### src/rtl/belsu_pkg.sv
package belsu_pkg;

  typedef enum logic [1:0] {
    ACC_BYTE = 2'd0,
    ACC_HALF = 2'd1,
    ACC_WORD = 2'd2,
    ACC_RSVD = 2'd3
  } acc_size_e;

endpackage

### src/rtl/belsu_align_chk.sv
module belsu_align_chk
  import belsu_pkg::*;
#(
  parameter int OFF_W = 2
) (
  input  acc_size_e        size_i,
  input  logic [OFF_W-1:0] off_i,
  output logic             misalign_o
);

  always_comb begin
    unique case (size_i)
      ACC_BYTE: misalign_o = 1'b0;
      ACC_HALF: misalign_o = off_i[0];
      ACC_WORD: misalign_o = |off_i;
      default:  misalign_o = 1'b1;
    endcase
  end

endmodule

### src/rtl/belsu_store_lane.sv
module belsu_store_lane
  import belsu_pkg::*;
#(
  parameter int DATA_W = 32,
  localparam int LANES = DATA_W / 8,
  localparam int OFF_W = $clog2(LANES)
) (
  input  logic              wr_en_i,
  input  acc_size_e         size_i,
  input  logic [OFF_W-1:0]  off_i,
  input  logic [DATA_W-1:0] wdata_i,
  output logic [LANES-1:0]  be_o,
  output logic [DATA_W-1:0] wdata_o
);

  // Offset k addresses the lane k places below the top of the word.
  for (genvar k = 0; k < LANES; k++) begin : g_hit
    localparam int PHYS = LANES - 1 - k;
    logic hit;
    always_comb begin
      unique case (size_i)
        ACC_BYTE: hit = (off_i == OFF_W'(k));
        ACC_HALF: hit = (off_i[OFF_W-1:1] == (OFF_W-1)'(k / 2));
        ACC_WORD: hit = 1'b1;
        default:  hit = 1'b0;
      endcase
      be_o[PHYS] = wr_en_i & hit;
    end
  end

  for (genvar i = 0; i < LANES; i++) begin : g_data
    always_comb begin
      unique case (size_i)
        ACC_BYTE: wdata_o[8*i +: 8] = wdata_i[7:0];
        ACC_HALF: wdata_o[8*i +: 8] = wdata_i[8*(i % 2) +: 8];
        default:  wdata_o[8*i +: 8] = wdata_i[8*i +: 8];
      endcase
    end
  end

endmodule

### src/rtl/belsu_load_extract.sv
module belsu_load_extract
  import belsu_pkg::*;
#(
  parameter int DATA_W = 32,
  localparam int LANES = DATA_W / 8,
  localparam int OFF_W = $clog2(LANES)
) (
  input  logic [DATA_W-1:0] rdata_i,
  input  acc_size_e         size_i,
  input  logic [OFF_W-1:0]  off_i,
  input  logic              zero_fill_i,
  output logic [DATA_W-1:0] data_o
);

  logic [DATA_W-1:0] aligned;
  logic [7:0]        sel_b;
  logic [15:0]       sel_h;
  logic              fill_b;
  logic              fill_h;

  // Shifting up by the offset brings the addressed item to the top.
  always_comb begin
    aligned = rdata_i << {off_i, 3'b000};
    sel_b   = aligned[DATA_W-1 -: 8];
    sel_h   = aligned[DATA_W-1 -: 16];
    fill_b  = ~zero_fill_i & sel_b[7];
    fill_h  = ~zero_fill_i & sel_h[15];
    unique case (size_i)
      ACC_BYTE: data_o = {{(DATA_W-8){fill_b}}, sel_b};
      ACC_HALF: data_o = {{(DATA_W-16){fill_h}}, sel_h};
      default:  data_o = rdata_i;
    endcase
  end

endmodule

### src/rtl/belsu_lane_unit.sv
module belsu_lane_unit
  import belsu_pkg::*;
#(
  parameter int DATA_W = 32,
  parameter int ADDR_W = 32,
  localparam int LANES = DATA_W / 8,
  localparam int OFF_W = $clog2(LANES)
) (
  input  logic              clk_i,
  input  logic              rst_ni,
  input  logic              req_valid_i,
  input  logic              req_write_i,
  input  logic [1:0]        req_size_i,
  input  logic              req_unsigned_i,
  input  logic [ADDR_W-1:0] req_addr_i,
  input  logic [DATA_W-1:0] req_wdata_i,
  output logic [ADDR_W-1:0] mem_addr_o,
  output logic              mem_re_o,
  output logic [LANES-1:0]  mem_be_o,
  output logic [DATA_W-1:0] mem_wdata_o,
  input  logic [DATA_W-1:0] mem_rdata_i,
  output logic              misalign_o,
  output logic              ld_valid_o,
  output logic [DATA_W-1:0] ld_data_o
);

  acc_size_e        req_size;
  logic [OFF_W-1:0] req_off;
  logic             bad_align;
  logic             wr_en;

  // Load context held across the one-cycle memory latency.
  logic             pend_d,  pend_q;
  acc_size_e        size_d,  size_q;
  logic [OFF_W-1:0] off_d,   off_q;
  logic             zero_d,  zero_q;
  logic             ctx_en;

  assign req_size   = acc_size_e'(req_size_i);
  assign req_off    = req_addr_i[OFF_W-1:0];
  assign mem_addr_o = {req_addr_i[ADDR_W-1:OFF_W], {OFF_W{1'b0}}};

  belsu_align_chk #(.OFF_W(OFF_W)) u_align (
    .size_i     (req_size),
    .off_i      (req_off),
    .misalign_o (bad_align)
  );

  assign misalign_o = req_valid_i & bad_align;
  assign wr_en      = req_valid_i & req_write_i & ~bad_align;
  assign mem_re_o   = req_valid_i & ~req_write_i & ~bad_align;

  belsu_store_lane #(.DATA_W(DATA_W)) u_store (
    .wr_en_i (wr_en),
    .size_i  (req_size),
    .off_i   (req_off),
    .wdata_i (req_wdata_i),
    .be_o    (mem_be_o),
    .wdata_o (mem_wdata_o)
  );

  always_comb begin
    pend_d = mem_re_o;
    ctx_en = mem_re_o;
    size_d = req_size;
    off_d  = req_off;
    zero_d = req_unsigned_i;
  end

  always_ff @(posedge clk_i or negedge rst_ni) begin
    if (!rst_ni) begin
      pend_q <= 1'b0;
    end else begin
      pend_q <= pend_d;
    end
  end

  always_ff @(posedge clk_i or negedge rst_ni) begin
    if (!rst_ni) begin
      size_q <= ACC_BYTE;
      off_q  <= '0;
      zero_q <= 1'b0;
    end else if (ctx_en) begin
      size_q <= size_d;
      off_q  <= off_d;
      zero_q <= zero_d;
    end
  end

  assign ld_valid_o = pend_q;

  belsu_load_extract #(.DATA_W(DATA_W)) u_load (
    .rdata_i     (mem_rdata_i),
    .size_i      (size_q),
    .off_i       (off_q),
    .zero_fill_i (zero_q),
    .data_o      (ld_data_o)
  );

  // Store lane enables
  AST_BYTE_ONE_LANE: assert property (@(posedge clk_i) disable iff (!rst_ni)
    (req_valid_i && req_write_i && req_size == ACC_BYTE) |-> ($countones(mem_be_o) == 1));
  AST_HALF_TWO_LANES: assert property (@(posedge clk_i) disable iff (!rst_ni)
    (req_valid_i && req_write_i && req_size == ACC_HALF && !misalign_o) |-> ($countones(mem_be_o) == 2));
  AST_WORD_ALL_LANES: assert property (@(posedge clk_i) disable iff (!rst_ni)
    (req_valid_i && req_write_i && req_size == ACC_WORD && !misalign_o) |-> (&mem_be_o));

  // Misaligned requests have no side effect
  AST_MISALIGN_NO_WRITE: assert property (@(posedge clk_i) disable iff (!rst_ni)
    misalign_o |-> (mem_be_o == '0 && !mem_re_o));
  AST_MISALIGN_NO_RESULT: assert property (@(posedge clk_i) disable iff (!rst_ni)
    misalign_o |=> !ld_valid_o);

  // Load timing
  AST_LOAD_NO_ENABLE: assert property (@(posedge clk_i) disable iff (!rst_ni)
    (req_valid_i && !req_write_i) |-> (mem_be_o == '0));
  AST_LOAD_ONE_CYCLE: assert property (@(posedge clk_i) disable iff (!rst_ni)
    mem_re_o |=> ld_valid_o);
  AST_RESULT_HAS_CAUSE: assert property (@(posedge clk_i) disable iff (!rst_ni)
    ld_valid_o |-> $past(mem_re_o));

  // Fill of narrow loads
  AST_BYTE_SIGN_FILL: assert property (@(posedge clk_i) disable iff (!rst_ni)
    (ld_valid_o && size_q == ACC_BYTE && !zero_q) |-> (ld_data_o[DATA_W-1:8] == {(DATA_W-8){ld_data_o[7]}}));
  AST_HALF_ZERO_FILL: assert property (@(posedge clk_i) disable iff (!rst_ni)
    (ld_valid_o && size_q == ACC_HALF && zero_q) |-> (ld_data_o[DATA_W-1:16] == '0));

endmodule

### config.mk
export PLATFORM = sky130hd
export DESIGN_NAME = belsu_lane_unit
export DESIGN_NICKNAME = d
export VERILOG_FILES = /design/src/rtl/belsu_pkg.sv /design/src/rtl/belsu_align_chk.sv /design/src/rtl/belsu_store_lane.sv /design/src/rtl/belsu_load_extract.sv /design/src/rtl/belsu_lane_unit.sv
export SDC_FILE = /design/constraint.sdc
export NUM_CORES = 1
export LEC_CHECK = 0
export BUFFER_PORTS_ARGS = -buffer_cell sky130_fd_sc_hd__buf_2
export CORE_ASPECT_RATIO = 1.1
export CORE_MARGIN = 4
export CORE_UTILIZATION = 29
export CTS_CLUSTER_SIZE = 8
export DETAILED_ROUTE_END_ITERATION = 12
export HOLD_SLACK_MARGIN = 0.05
export PLACE_DENSITY_LB_ADDON = 0.1
export SYNTH_ARGS = -nofsm -noshare
export SYNTH_HDL_FRONTEND = slang
export SYNTH_SLANG_ARGS = --single-unit
### constraint.sdc
create_clock -name clk_i -period 1.5 [get_ports clk_i]
set_input_delay 0 -clock clk_i [delete_from_list [all_inputs] [get_ports clk_i]]
set_output_delay 0 -clock clk_i [all_outputs]
set_load 0.05 [all_outputs]
==> qor.yml <==
min_path:
  hp-class: "primary input to flip-flop"
  min_path_cells: 2
  hold_path.startpoint: "req_addr_i[1]"
  hold-path-endpoint: "off_q[1]$_DFFE_PN0P_"
timing:
  unrepaired_setup_endpoints_after_global_routing: "yes"
  postLayoutSetupSlackWorst_ps: -289
  final.setup_skew_ps: 0
  period_share_pct: 119
  highest_achievable_clock_rate_mhz: 559
  worst_rel_slew_slack_pct: 51.0
  final-setup-viol-count: 32
  worst_pin_slew_ps: 732
  final_hold_viol_count: 0
  drv_slew: 0
  finalWorstPathRequiredPeriod_ps: 1790
placement:
  dp.final_hpwl_um: 4880
  routabilityCongestion: 0.743
  worst_slack_at_placement_ps: -116
  placedInstanceArea_um2: 2360
  port_buffers: 143
pwr:
  power-per-cell-area_nw_per_um2: 1320
  power.ir.vdd_worst_uv: 570
  power_leakage_nw: 1.49
worst_setup_path:
  r2r-end: "off_q[1]$_DFFE_PN0P_"
  r2r-start: "off_q[1]$_DFFE_PN0P_"
  worstPathMaxFanout: 12
  worstPathRequired_ps: 1500
  crit_chain: "buf_6 > buf_4 > mux4_2 > nand3_2 > buf_12 > nand2_1 > buf_4"
  delay_heaviest_family_cp: "buffers and inverters"
  max_stage_delay_ps: 400
  reg2reg_setup_slack_ps: 440
  critical_path.most_common_cell: "sky130_fd_sc_hd__buf_4"
  critical_path.slowest_cell: "sky130_fd_sc_hd__dfrtp_1"
  critPathCaptureType: "output port"
  start_kind: "flip-flop"
  path_buf_inv: 4
  critPathArrivalTime_ps: 1790
  timing_worst_setup_path_type: "flip-flop to output port"
  worst_r2r_path_depth: 3
final_layout:
  area.growth.synth_to_final_pct: 71.7
  finalCoreUtilization_pct: 51.2
  final_layout_size_suffix_gt1_share_pct: 63.5
  layout.cells.most_common: "sky130_fd_sc_hd__buf_2"
  antennaDiodeCount: 0
  layout.filler_cells: 593
  final_net_count: 467
  design_area_um2: 2930
  most-common-layout-cells: "sky130_fd_sc_hd__buf_2, sky130_fd_sc_hd__nand2_1, sky130_fd_sc_hd__dlygate4sd3_1"
synth:
  part_of_the_yosys_area_used_for_sequential_elements_pct: 8.78
  ys_top_cells_by_area: "sky130_fd_sc_hd__buf_4, sky130_fd_sc_hd__mux2_2, sky130_fd_sc_hd__nand2_1"
  synth.largest_area_cell: "sky130_fd_sc_hd__buf_4"
  post_synth_cell_types: 30
  yosys_register_bits: 6
  post_synth.cell_area_avg_um2: 7.77
  yosys.area.top_type_share_pct: 18.4
  mappedNetlistArea_um2: 1710
  synth_instances: 220
  yosys_warnings: 0
global_route:
  track_usage_pct: 16.6
  global_route.usage.met2_pct: 31.1
  wire_length_of_the_first_global_routing_pass_um: 9670
  antenna_found_initial: 0
  grt_start_max_net_pins: 22
  via_count_of_the_first_global_routing_pass: 2057
  global_route.peak_usage_layer: "met2"
  global_route.overflow_total: 0
  use_met3_pct: 3.56
  use_met1_pct: 19.9
drt:
  num_vias: 2101
  ant_nets: 0
  routed_wirelength_um: 6610
  detail_route.first_pass.iterations: 4
  first_iter_violations: 54
  detail_route.wl_per_cell_um: 15.0
  drc: 0
  post_drt_via_cell_ratio: 4.79
status:
  violations_in_the_final_reports: "setup timing"
  status: "complete, but fails checks"
clock_tree:
  cts.sinks: 6
  cts_root_buffer: "sky130_fd_sc_hd__clkbuf_8"
  cts_max_level: 1
  clockBufferDepth: 2
  clk-insertion-delay-late_ps: 220
  numCtsBuffers: 3
  clock_slew_at_reported_path_ffs_ps: 30
  cts_tree: "done"
floorplanning:
  floorplan.die.width_um: 81.2
  die-area_um2: 7190
  initial_utilization_pct: 29.8
  core_region_area_um2: 5730
  rows: 29
  boundaryPins: 206
  chipHeight_um: 88.5
run:
  cap_violations: 0
-- worst max path at each step --
stage	from	endpoint	cells after the start
2_1_floorplan	size_q[1]$_DFFE_PN0P_	ld_data_o[14]	4
3_3_place_gp	off_q[1]$_DFFE_PN0P_	ld_data_o[14]	6
3_5_place_dp	off_q[1]$_DFFE_PN0P_	ld_data_o[2]	5
4_1_cts	off_q[1]$_DFFE_PN0P_	ld_data_o[14]	6
5_1_grt	off_q[0]$_DFFE_PN0P_	ld_data_o[14]	7
6_report	off_q[1]$_DFFE_PN0P_	ld_data_o[22]	7
-- area by class of cell --
| cell class | count | area (µm²) | share of cell area (%) |
|---|---|---|---|
| Clock buffer | 3 | 41.3 | 1.41 |
| Inverter | 3 | 11.3 | 0.384 |
| Multi-Input combinational cell | 157 | 1290 | 44.1 |
| Sequential cell | 6 | 150 | 5.12 |
| Tap cell | 77 | 96.3 | 3.28 |
| Timing Repair Buffer | 193 | 1340 | 45.7 |
-- kinds of logic after synthesis --
group                  share of synthesized area (%)
buffers and inverters                           22.7
AO/OA/AOI/OAI                                   15.7
AND/OR/NAND/NOR                                 16.8
other                                          0.219
XOR/XNOR                                       0.513
multiplexers                                    35.3
flip-flops                                      8.78
-- power breakdown --
| part | internal [mW] | switching (mW) |
|---|---|---|
| logic | 1.21 | 2.21 |
| registers | 0.194 | 0.0363 |
| clock network | 0.172 | 0.0658 |
| total | 1.57 | 2.31 |
-- Yosys cell counts, drive strengths merged --
| library cell | n |
|---|---|
| nor3 | 3 |
| or3b | 1 |
| a22oi | 1 |
| mux2 | 23 |
| o22ai | 7 |
| nor3b | 1 |
| nand3 | 1 |
| clkbuf | 8 |
| nand3b | 1 |
| o21ai | 13 |
| nand2 | 43 |
| conb | 1 |
| buf | 47 |
| nor2 | 13 |
| a2111oi | 1 |
| a221o | 8 |
| a221oi | 1 |
| xor2 | 1 |
| mux4 | 8 |
| nand2b | 1 |
| mux2i | 16 |
| inv | 3 |
| dfrtp | 6 |
| nor2b | 3 |
| a21oi | 9 |
-- layer usage --
metal | wire (µm) | share of wire (%) | up-vias
met5 | 0 | 0 | -
met4 | 0 | 0 | 0
met3 | 606 | 9.2 | 0
met2 | 3410 | 52 | 104
met1 | 2590 | 39 | 963
li1 | - | - | 1034
-- state kept, by name, summed over array words and instances, names as in the netlist --
register,flops
zero_q,1
ld_valid_o,1
size_q,2
off_q,2
-- repair_timing --
action / CTS / global route
hold buffers: 32 / 0
setup buffers: 1 / 0
pin swaps: 5 / 1
hold endpoints to repair: 37 / 0
setup endpoints to repair: 32 / 32
gates resized for setup: 56 / 9
-- stage by stage --
| step | power (mW) | hold slack (ps) | setup TNS [ps] | std cells |
|---|---|---|---|---|
| 3_3_place_gp | 3.02 | -165 | -2830 | 403 |
| 6_report | 3.88 | 124 | -8360 | 439 |
| 5_1_grt | 4.09 | 133 | -10070 | 439 |
| 2_1_floorplan | 2.56 | -296 | -1490 | 221 |
| 4_1_cts | 3.84 | 118 | -8670 | 439 |
| 3_5_place_dp | 3.02 | -165 | -2640 | 403 |
Power figures use the tool's default switching activity.
